===== config.mk =====
export PLATFORM = sky130hd
export DESIGN_NAME = pwrbtn_evt
export DESIGN_NICKNAME = d
export VERILOG_FILES = /design/src/rtl/pwrbtn_evt.sv
export SDC_FILE = /design/constraint.sdc
export NUM_CORES = 1
export LEC_CHECK = 0
export BUFFER_PORTS_ARGS = -buffer_cell sky130_fd_sc_hd__buf_2
export CAP_MARGIN = 30
export CORE_MARGIN = 3
export CORE_UTILIZATION = 30
export DETAILED_ROUTE_END_ITERATION = 16
export SLEW_MARGIN = 40
export SYNTH_ARGS = -nofsm -noshare
export SYNTH_HDL_FRONTEND = slang
export SYNTH_SLANG_ARGS = --single-unit

===== constraint.sdc =====
create_clock -name clk -period 2.3 [get_ports clk]
set_clock_uncertainty 0.1 [all_clocks]
set_input_delay 0.345 -clock clk [delete_from_list [all_inputs] [get_ports clk]]
set_output_delay 0.345 -clock clk [all_outputs]
set_load 0.05 [all_outputs]

===== src/rtl/pwrbtn_evt.sv =====
module pwrbtn_evt #(
  parameter int DEB_TICKS  = 16,
  parameter int HOLD_TICKS = 4000,
  parameter int STW        = 3
) (
  input  logic           clk,
  input  logic           rst_n,
  input  logic           btn_n,
  input  logic [STW-1:0] slp_state,
  input  logic           tick_ms,
  output logic           sleep_req,
  output logic           wake_evt,
  output logic           force_off
);
  localparam int DW = $clog2(DEB_TICKS + 1);
  localparam int HW = $clog2(HOLD_TICKS + 1);

  logic [1:0]    sync;
  logic          deb, fired;
  logic [DW-1:0] dcnt;
  logic [HW-1:0] hcnt;

  wire raw    = ~sync[1];
  wire accept = tick_ms && (raw != deb) && (dcnt == DW'(DEB_TICKS - 1));

  always_ff @(posedge clk or negedge rst_n) begin
    if (!rst_n) begin
      sync      <= 2'b11;
      deb       <= 1'b0;
      dcnt      <= '0;
      hcnt      <= '0;
      fired     <= 1'b0;
      sleep_req <= 1'b0;
      wake_evt  <= 1'b0;
      force_off <= 1'b0;
    end else begin
      sync      <= {sync[0], btn_n};
      sleep_req <= 1'b0;
      wake_evt  <= 1'b0;
      force_off <= 1'b0;

      if (raw == deb) begin
        dcnt <= '0;
      end else if (tick_ms) begin
        if (accept) begin
          deb  <= raw;
          dcnt <= '0;
          if (raw) begin
            sleep_req <= (slp_state == '0);
            wake_evt  <= (slp_state != '0);
          end
        end else begin
          dcnt <= dcnt + 1'b1;
        end
      end

      if (!deb) begin
        hcnt  <= '0;
        fired <= 1'b0;
      end else if (tick_ms && !fired) begin
        if (hcnt == HW'(HOLD_TICKS - 1)) begin
          force_off <= 1'b1;
          fired     <= 1'b1;
        end else begin
          hcnt <= hcnt + 1'b1;
        end
      end
    end
  end
endmodule



# Word-level counts from Yosys, hierarchy flattened
# Cells that the tools add are included.
dict set report totals {
  elab_cells 49
  output_inout_bits 3
  reg_bits 24
}
dict set report classes {
  n_bitwise 2
  n_reduce_logical 10
  n_mux 20
  n_eq_ne 7
  add_sub_neg 2
}
# cell count
set op_table {}
lappend op_table {{$mux W12} 3}
lappend op_table {{$mux W5} 3}
lappend op_table {{$mux W1} 14}
lappend op_table {{$add A12 B1 Y12 const B} 1}
lappend op_table {{$eq A12 B12 Y1 const B} 1}
lappend op_table {{$add A5 B1 Y5 const B} 1}
lappend op_table {{$eq A5 B4 Y1 const B} 1}
lappend op_table {{$ne A2 B1 Y1 const B} 2}
lappend op_table {{$reduce_and A2 Y1} 2}
lappend op_table {{$logic_and A1 B1 Y1} 3}
lappend op_table {{$logic_not A3 Y1} 1}
lappend op_table {{$reduce_and A3 Y1} 1}
lappend op_table {{$reduce_bool A3 Y1} 1}
lappend op_table {{$ne A2 B2 Y1 const B} 1}
lappend op_table {{$not A1 Y1} 2}
lappend op_table {{$reduce_bool A2 Y1} 1}
lappend op_table {{$eq A1 B1 Y1} 1}
lappend op_table {{$logic_not A1 Y1} 1}
lappend op_table {{$ne A1 B1 Y1} 1}

# Depth between registers and ports, before layout
dict set report depth {
  depth_word 7
  ltp_mapped 4
  depth_no_buf 4
}

# Least setup slack after synthesis
# OpenSTA, ideal clock, no wires.
dict set report synth_path {
  path_type {reg2reg}
  startpoint {register hcnt[0]}
  endpoint {register hcnt[3]}
  arrival_ps 1349
  slack_ps 725
  setup_ps 126
  path_stages_with_launch 5
  path_cell_list {dfrtp_1 ha_1 and4bb_2 and3_1 o311a_1}
}
dict set report synth_between {
  elab_chain_cells 4
}
# item line_no
set synth_rtl {}
lappend synth_rtl {{start, declared} 21} ;# logic [HW-1:0] hcnt;
lappend synth_rtl {{start signal, assigned} 65} ;# hcnt <= hcnt + 1'b1;
lappend synth_rtl {{$add A12 B1 Y12} 65}
lappend synth_rtl {{$mux W12} 61} ;# if (hcnt == HW'(HOLD_TICKS - 1)) begin
lappend synth_rtl {{$mux W12} 60} ;# end else if (tick_ms && !fired) begin
lappend synth_rtl {{$mux W12} 57} ;# if (!deb) begin
# Parallel ways exist; a longest one is shown, timed or not. The select of a mux whose other input is x is not followed.
# A chain may end at the register's enable or synchronous reset.

# Final worst setup path
dict set report layout_path {
  startpoint {register hcnt[1]}
  endpoint {register hcnt[1]}
}
# The elaborated chain is that of the path after synthesis.

==> impl_metrics.csv <==
group,metric,value,unit
routing,drcViolationCount,0,
sta,tns,0,ns
clock_network,clk_pin_slew,0.08,ns
routing,dr.pass1.iters,4,
sta,hold_viol_final,0,
placed_design,hpwl,1890,µm
min_path,holdCritStartpoint,"btn_n",
sta,slew_headroom,0.513,
routing,vias,1024,
clock_network,clkLatencyLatePin,0.26,ns
critical_path,r2r_end,"hcnt[1]",
power,ir_drop,257,µV
min_path,whs_path_depth,1,
sta,holdWs,0.0732,ns
synth,synth_nets,129,
synth,syn_avg_cell_area,10.7,µm²
synth,synth_area_leader_cell,"dfrtp_1",
floorplanning,initial_core_util,0.317,
routing,drtIter0Drc,66,
synth,synth_common_cells,"dfrtp_1, nand2_1, nand2b_1",
synth,synthArstFlopShare,1.00,
clock_network,numCtsBuffers,3,
critical_path,arrival,1.79,ns
synth,synth_edf_count,0,
layout,diodes,0,
clock_network,postCtsSetupBuffers,0,
sta,worstMarginPinSlew,0.731,ns
floorplanning,die_w,71.5,µm
global_routing,grt_pass1_wl,4480,µm
critical_path,path_class,"reg -> reg",
global_routing,antenna_found_initial,0,
synth,syn_area,0.00129,mm²
critical_path,r2r-start,"hcnt[1]",
placed_design,place.gp.congestion,0.813,
global_routing,grt_start_max_net_pins,25,
routing,ant_nets,0,
sta,fin_crit_sh,0.734,
sta,setup_viol,0,
critical_path,r2r_slack,0.61,ns
sta,max_freq,592,MHz
floorplanning,io_pins,10,
power,p_per_area,567,mW/mm²
routing,routed_wirelength,2610,µm
synth,synth_top_area_share,0.428,
clock_network,root_buffer,"clkbuf_8",
layout,fillers,409,
flow_run,max-cap-violations,0,
synth,ys_ff_latch,24,
floorplanning,coreArea,0.00406,mm²
sta,rsz0062_at_grt,"false",
power,p_leak,0.638,nW
clock_network,cts_max_path_buffers,2,
synth,yosys_warnings,0,
routing,avgViaCountPerCell,5.69,
layout,areaGrowthSynthToFinish,12.7,%
global_routing,overflow,0,
routing,wl_per_cell,14.5,µm
global_routing,grt_pass1_vias,963,
run_status,status,"finished, final reports clean",
critical_path,start_kind,"flop",
placed_design,io_buffer_count,9,
min_path,hold_end,"sync[0]",
synth,ys_top_cells_by_area,"dfrtp_1, dfstp_2, nand2_1",
global_routing,grt_usage,0.108,
layout,drive_above_1_share,0.192,
sta,fin_crit,1.69,ns
critical_path,cp.required,2.40,ns
layout,nNetsFinal,140,
floorplanning,die-area,0.00511,mm²
sta,drv_slew,0,
synth,netlist_instances,120,
clock_network,cts_max_level,1,
critical_path,crit_fanout,6,
critical_path,cpPeakStageDelay,0.51,ns
clock_network,cts.sinks,24,
critical_path,crit_slowest_cell,"or4_1",
floorplanning,num_rows,23,
synth,synthFlopType,"dfrtp_1",
synth,ys_types,46,
clock_network,cts_tree,"built",
critical_path,r2r_cells,4,
critical_path,end_kind,"flop",
synth,yosysSeqAreaShare,0.469,
min_path,min_path_type,"in -> reg",
floorplanning,dieHeight,71.5,µm
critical_path,cp_cell_sequence,"ha_1 -> nand4bb_1 -> or4_1 -> nand3_1",
synth,synth_most_common_cell,"dfrtp_1",
-- what timing repair did --
action                    in CTS  in global routing
hold buffers                   1                  0
gates resized for setup        0                  0
hold endpoints to repair      22                  0
-- area by class of cell --
type	count	area (µm²)	area share
multi-input cells	87	639	0.441
flip-flops and latches	24	603	0.416
well taps	50	62.6	0.0431
repair buffers	10	55.1	0.0380
clock buffers	3	41.3	0.0285
clock inverters	1	30.0	0.0207
inverters	5	18.8	0.0129
-- per-layer routing --
metal | track usage | share of wire | vias to the layer above
met4 | 0.0230 | 0.0050 | 0
met5 | 0 | 0 | -
met1 | 0.142 | 0.47 | 510
li1 | - | - | 483
met2 | 0.179 | 0.48 | 29
met3 | 0.0295 | 0.046 | 2
-- cell families (layout without fill, tap and decap cells) --
logic type | count (synthesis) | after routing | share of synthesized area
buf+inv | 9 | 19 | 0.0340
flops | 24 | 24 | 0.469
mux | 4 | 4 | 0.0311
fa+ha+maj | 2 | 2 | 0.0195
xor+xnor | 2 | 2 | 0.0136
simple gates | 53 | 53 | 0.281
compound gates | 26 | 26 | 0.152
-- cells in the final DEF (no fill, tap or decap), types with 4 or more instances in the layout --
cell type,instances
buf_2,9
dfrtp_1,22
inv_1,5
mux2i_1,4
nand2_1,12
nand2b_1,6
nand3_1,4
o21ai_0,5
o41ai_1,4
-- critical path: cells and delay by family (launching register included) --
| family | cells | cell delay [ns] |
|---|---|---|
| DFF | 1 | 0.42 |
| and+or+nand+nor | 3 | 0.82 |
| adders and majority gates | 1 | 0.28 |
-- state kept, by name, indices dropped and copies added (netlist names) --
| signal | cells |
|---|---|
| hcnt | 12 |
| dcnt | 5 |
| sync | 2 |
| deb | 1 |
| fired | 1 |
| force_off | 1 |
| sleep_req | 1 |
| wake_evt | 1 |
-- through the flow --
stage	power [mW]	std cells	area, µm²	setup slack (ns)	utilization
6_report	0.823	180	1450	0.612	0.357
5_1_grt	0.858	180	1450	0.533	0.357
4_1_cts	0.835	180	1450	0.633	0.357
3_5_place_dp	0.467	175	1370	0.641	0.337
3_3_place_gp	0.466	175	1370	0.692	0.337
2_1_floorplan	0.451	120	1290	0.725	-
-- power breakdown --
group	total, mW	internal, mW	switching, mW
combinational	0.0271	0.00931	0.0178
clock	0.364	0.233	0.131
sequential	0.432	0.427	0.00439
-- how the worst max path moves through the flow --
stage / startpoint / end / cells past startpoint
6_report: hcnt[1] / hcnt[1] / 4
3_5_place_dp: tick_ms / hcnt[9] / 4
5_1_grt: hcnt[1] / fired / 4
4_1_cts: hcnt[0] / hcnt[3] / 4
2_1_floorplan: hcnt[0] / hcnt[3] / 4
3_3_place_gp: hcnt[0] / hcnt[3] / 4
No activity file was read; power rests on OpenSTA's default activity.
